<file path="config.mk">
export PLATFORM = sky130hd
export DESIGN_NAME = dma_xlate
export DESIGN_NICKNAME = d
export VERILOG_FILES = /design/src/rtl/dma_xlate.sv
export SDC_FILE = /design/constraint.sdc
export NUM_CORES = 2
export LEC_CHECK = 0
export BUFFER_PORTS_ARGS = -buffer_cell sky130_fd_sc_hd__buf_2
export CAP_MARGIN = 20
export CELL_PAD_IN_SITES_DETAIL_PLACEMENT = 0
export CELL_PAD_IN_SITES_GLOBAL_PLACEMENT = 2
export CORE_ASPECT_RATIO = 0.8
export CORE_MARGIN = 3
export CORE_UTILIZATION = 38
export DETAILED_ROUTE_END_ITERATION = 16
export GPL_ROUTABILITY_DRIVEN = 0
export PLACE_DENSITY_LB_ADDON = 0.05
export SETUP_SLACK_MARGIN = 0.02
export SLEW_MARGIN = 20
export SYNTH_ARGS = -nofsm -noshare
export SYNTH_HDL_FRONTEND = slang
export SYNTH_SLANG_ARGS = --single-unit
export TNS_END_PERCENT = 20
</file>
<file path="constraint.sdc">
create_clock -name clk -period 8.2 [get_ports clk]
set_input_delay 1.64 -clock clk [delete_from_list [all_inputs] [get_ports clk]]
set_output_delay 1.64 -clock clk [all_outputs]
set_load 0.02 [all_outputs]
</file>
<file path="src/rtl/dma_xlate.sv">
module dma_xlate #(
  parameter int DATA_W = 64,
  parameter int DEPTH  = 16,
  parameter int DEF_SHIFT = 12,
  localparam int SH_W  = $clog2(DATA_W),
  localparam int IDX_W = (DEPTH > 1) ? $clog2(DEPTH) : 1,
  localparam int CNT_W = $clog2(DEPTH + 1)
) (
  input  logic              clk,
  input  logic              rst_n,
  input  logic              en_req,
  input  logic              dis_req,
  input  logic [SH_W-1:0]   cfg_shift,
  input  logic [DATA_W-1:0] cfg_base,
  input  logic [CNT_W-1:0]  cfg_count,
  input  logic              clr_i,
  input  logic              upd_we,
  input  logic [IDX_W-1:0]  upd_idx,
  input  logic [DATA_W-1:0] upd_data,
  input  logic              req_valid,
  input  logic [DATA_W-1:0] req_addr,
  output logic              rsp_valid,
  output logic [1:0]        rsp_perm,
  output logic [DATA_W-1:0] rsp_iova,
  output logic [DATA_W-1:0] rsp_xlat,
  output logic [DATA_W-1:0] rsp_mask,
  output logic              warn_o
);

  logic [SH_W-1:0]   shift_r;
  logic [DATA_W-1:0] base_r;
  logic [CNT_W-1:0]  count_r;
  logic [DATA_W-1:0] tbl [DEPTH];

  wire load   = en_req && !dis_req && (count_r == '0);
  wire reject = en_req && !dis_req && (count_r != '0);
  wire [CNT_W-1:0] cnt_lim = (cfg_count > CNT_W'(DEPTH)) ? CNT_W'(DEPTH) : cfg_count;

  always_ff @(posedge clk or negedge rst_n) begin
    if (!rst_n) begin
      shift_r <= SH_W'(DEF_SHIFT);
      base_r  <= '0;
      count_r <= '0;
      warn_o  <= 1'b0;
    end else begin
      warn_o <= reject;
      if (dis_req) begin
        shift_r <= '0;
        base_r  <= '0;
        count_r <= '0;
      end else if (load) begin
        shift_r <= cfg_shift;
        base_r  <= cfg_base;
        count_r <= cnt_lim;
      end
    end
  end

  always_ff @(posedge clk or negedge rst_n) begin
    if (!rst_n) begin
      for (int i = 0; i < DEPTH; i++) tbl[i] <= '0;
    end else if (clr_i || load) begin
      for (int i = 0; i < DEPTH; i++) tbl[i] <= '0;
    end else if (upd_we) begin
      tbl[upd_idx] <= upd_data;
    end
  end

  wire [DATA_W-1:0] rel  = req_addr - base_r;
  wire [DATA_W-1:0] pidx = rel >> shift_r;
  wire [DATA_W-1:0] mask = (DATA_W'(1) << shift_r) - DATA_W'(1);
  wire              hit  = (req_addr >= base_r) && (pidx < DATA_W'(count_r));
  wire [DATA_W-1:0] ent  = tbl[pidx[IDX_W-1:0]];

  always_ff @(posedge clk or negedge rst_n) begin
    if (!rst_n) begin
      rsp_valid <= 1'b0;
      rsp_perm  <= 2'd0;
      rsp_iova  <= '0;
      rsp_xlat  <= '0;
      rsp_mask  <= '1;
    end else begin
      rsp_valid <= req_valid;
      if (req_valid) begin
        rsp_perm <= hit ? ent[1:0] : 2'd0;
        rsp_iova <= hit ? (rel & ~mask) : '0;
        rsp_xlat <= hit ? (ent & ~mask) : '0;
        rsp_mask <= hit ? mask : '1;
      end
    end
  end

  p_lat_r5: assert property (@(posedge clk) disable iff (!rst_n)
    req_valid |=> rsp_valid);
  p_idle_r5: assert property (@(posedge clk) disable iff (!rst_n)
    !req_valid |=> !rsp_valid);
  p_oob_r4: assert property (@(posedge clk) disable iff (!rst_n)
    (rsp_valid && (&rsp_mask)) |-> (rsp_perm == 2'd0 && rsp_iova == '0 && rsp_xlat == '0));
  p_align_r3: assert property (@(posedge clk) disable iff (!rst_n)
    (rsp_valid && !(&rsp_mask)) |-> ((rsp_iova & rsp_mask) == '0 && (rsp_xlat & rsp_mask) == '0));
  p_warn_r8: assert property (@(posedge clk) disable iff (!rst_n)
    warn_o |-> $past(en_req));
  p_dis_r9: assert property (@(posedge clk) disable iff (!rst_n)
    dis_req |=> (count_r == '0 && base_r == '0 && shift_r == '0));
  p_cnt_r7: assert property (@(posedge clk) disable iff (!rst_n)
    count_r <= CNT_W'(DEPTH));

endmodule

</file>
==> flow_metrics.tcl <==
set metrics [dict create \
    status "finished clean" \
    numCtsBuffers 147 \
    final.min_clock_period_ns 7.78 \
    fmax_mhz 129 \
    area_delta_synth_final_pct 15.8 \
    crit_arrival_ns 8.46 \
    crit_path_end_kind "flip-flop" \
    start_util_pct 38.4 \
    die_h_um 399 \
    synth.area.top_cells "dfrtp_1 42%, nand2_1 12%, mux2i_1 11%" \
    synthMuxAreaShare_pct 11.5 \
    max_cap_violations 0 \
    synth_top_family_by_area "compound AO/OA/AOI/OAI gates" \
    finalNetCount 9107 \
    clock-sinks 1295 \
    synth-compound-area-share_pct 19.3 \
    ys_dominant_reg_cell "dfrtp_1" \
    synth_cell_types 109 \
    power_density_nw_per_um2 237 \
    synth-adder-area-share_pct 1.22 \
    hold_viol_final 0 \
    track_usage_pct 33.9 \
    avgRoutedWirePerCell_um 29.9 \
    cp-start-kind "input pin" \
    routed_wl_mm 344 \
    crit_chain "buf_2, ha_1, o211ai_1, a21oi_1, o21ai_0, nand2_1, o2bb2ai_1, buf_4, o21ai_0, and2_1, a211oi_1, nor3_1, a211oi_1, nor3_2, buf_4, buf_12, buf_4, mux2i_1, a22oi_1, nand2_1, a22o_1" \
    dr_total_vias 68800 \
    syn_nets 8896 \
    synth_area_leader_cell "dfrtp_1" \
    dieArea_sq_um 198000 \
    syn-cell-area_sq_um 73200 \
    critPathKind "input pin to flip-flop" \
    post-dp-hpwl_mm 228 \
    cp_slowest_cell "o21ai_0" \
    finClkSkew_ns 0.0412 \
    postCtsHoldBufs 0 \
    yosys_warnings 0 \
    max_stage_delay_ns 0.77 \
    synth_area_per_cell_sq_um 8.50 \
    clk_path_buf_depth 3 \
    ir_drop_mv 0.168 \
    synthArstFlopShare_pct 100 \
    grt_max_degree 188 \
    max_slew_margin_pct 17.1 \
    setup_tns_ns 0 \
    core_sq_um 191000 \
    grt_overflow_total 0 \
    ioPinCount 410 \
    synth.yosys.seq_area_share_pct 44.4 \
    yosys.area.top_type_share_pct 42.0 \
    worstMarginPinSlew_ns 1.24 \
    drc 0 \
    cts-root-buf "clkbuf_16" \
    hold_ws_ns 0.481 \
    met2_usage_pct 50.7 \
    grt_pass1_vias 65500 \
    vias_per_cell 5.99 \
    critPathMaxFanout 49 \
    syn_inst 8611 \
    fillers 19000 \
    rsz0062_at_grt "no" \
    cts_max_level 4 \
    ant_nets 0 \
    first_pass_iters 8 \
    ys_ff_latch 1295 \
    antenna_found_initial 39 \
    required_ns 8.88 \
    grt_pass1_wl_mm 491 \
    grt_use_met3_pct 6.63 \
    rows 143 \
    cts_tree "yes" \
    synth_edf_count 0 \
    cts_resized 0 \
    synth-simple-area-share_pct 18.2 \
    fin_crit_sh_pct 94.9 \
    hp-class "flip-flop to flip-flop" \
    clkTransAtPathRegs_ns 0.06 \
    cts_setup_buffers 0 \
    cpMostUsedCell "buf_4" \
    portBuffers 409 \
    leakage_uw 0.0364 \
    drive_gt1_share_pct 14.7 \
    drt_iter0_drc 8308 \
    die_w_um 497 \
    clkLatencyLatePin_ns 0.81 \
    grt-busiest-layer "met2" \
    drv_slew 0 \
    setup_violations 0 \
    synthXorXnorAreaFrac_pct 0.479 \
    use_met1_pct 48.6 \
]
[cell type report]
cell class	count	area, sq um	area share, %
Clock buffer	217	4380	5.17
Tap cell	2537	3170	3.75
Sequential cell	1295	32500	38.3
Clock inverter	45	598	0.706
Timing Repair Buffer	844	6180	7.29
Inverter	106	403	0.475
Antenna cell	19	47.5	0.0561
Multi-Input combinational cell	6428	37500	44.2
[cells in the mapped netlist (14+ instances only)]
| library cell | n |
|---|---|
| a2111oi_0 | 19 |
| a211o_1 | 19 |
| a211oi_1 | 56 |
| a21o_1 | 41 |
| a21oi_1 | 1264 |
| a22o_1 | 86 |
| a22oi_1 | 131 |
| a31oi_1 | 34 |
| a32o_1 | 35 |
| and2_1 | 26 |
| and3_1 | 32 |
| and4_1 | 16 |
| buf_1 | 27 |
| buf_2 | 128 |
| buf_4 | 29 |
| clkbuf_1 | 597 |
| dfrtp_1 | 1229 |
| dfstp_2 | 66 |
| ha_1 | 70 |
| inv_1 | 104 |
| mux2_2 | 22 |
| mux2i_1 | 798 |
| nand2_1 | 2414 |
| nand2b_1 | 18 |
| nand3_1 | 83 |
| nand4_1 | 81 |
| nor2_1 | 303 |
| nor2b_1 | 26 |
| nor3_1 | 83 |
| nor4_1 | 37 |
| o211ai_1 | 35 |
| o21a_1 | 30 |
| o21ai_0 | 159 |
| o21ai_1 | 19 |
| o22a_1 | 27 |
| o2bb2ai_1 | 22 |
| o31ai_1 | 90 |
| or2_2 | 18 |
| or3_1 | 20 |
| xnor2_1 | 26 |
| xor2_1 | 14 |
[routing by layer]
layer	wire length [um]	share of wire (%)
met1	152000	44
met2	150000	44
met3	27900	8.1
met4	13100	3.8
met5	55	0.016
[registers in the layout, summed over array words and instances (netlist names)]
| name | count |
|---|---|
| rsp_xlat | 64 |
| rsp_mask | 64 |
| shift_r | 6 |
| rsp_valid | 1 |
| rsp_perm | 2 |
| count_r | 5 |
| rsp_iova | 64 |
| base_r | 64 |
| warn_o | 1 |
| tbl | 1024 |
[critical path: cells and delay by family]
kind	cells	cell delay (ns)
AO/OA/AOI/OAI	9	2.97
adder cells (fa/ha/maj)	1	0.36
buffers and inverters	5	1.75
multiplexers	1	0.16
AND/OR/NAND/NOR	5	1.46
[cells by family after synthesis]
| logic type | Yosys count |
|---|---|
| AOI/OAI and AO/OA | 2271 |
| and+or+nand+nor | 3218 |
| muxes | 828 |
| buffers and inverters | 888 |
| adders and majority gates | 71 |
| xor gates and xnor gates | 40 |
| DFF | 1295 |
[where the power goes]
part,switching [uW],total (uW),internal [uW],leakage [uW]
logic,4420,6710,2290,0.0161
registers,52.4,6540,6480,0.0178
clock network,2960,6860,3900,0.00245
total,7430,20100,12700,0.0364
[per-stage QoR]
stage	total power [uW]	utilization, %	setup slack [ns]	instances	area, sq um
after floorplan	10300	-	1.09	8611	73200
after global routing	20700	44.4	0.321	11500	84700
after global placement	13200	41.8	0.0682	11200	79700
final	20100	44.4	0.418	11500	84800
after detailed placement	13200	41.8	0.00473	11200	79700
after CTS	20100	44.4	0.822	11500	84700
[cell usage in the layout, fill, tap and decap left out, drive strengths merged, types with 90 or more instances in the layout]
cell    count
o21ai     182
nand2    2414
clkbuf    217
o31ai      90
buf       844
dfrtp    1229
a21oi    1271
inv       112
nor2      305
a22oi     131
mux2i     798
[path summary, 6_finish.rpt]
kind                       cells past startpoint            to    startpoint  slack [ns]
min                                            2  rsp_iova[23]  rsp_iova[23]        0.48
min reg2reg                                    2  rsp_iova[23]  rsp_iova[23]        0.48
max in group asynchronous                      3      tbl[297]         rst_n        5.21
min in group asynchronous                      1    base_r[55]         rst_n        0.74
max reg2reg                                   21  rsp_xlat[29]     base_r[2]        0.95
max                                           21  rsp_xlat[29]   req_addr[2]        0.42
Note: power is estimated with default switching activity, not from simulation.
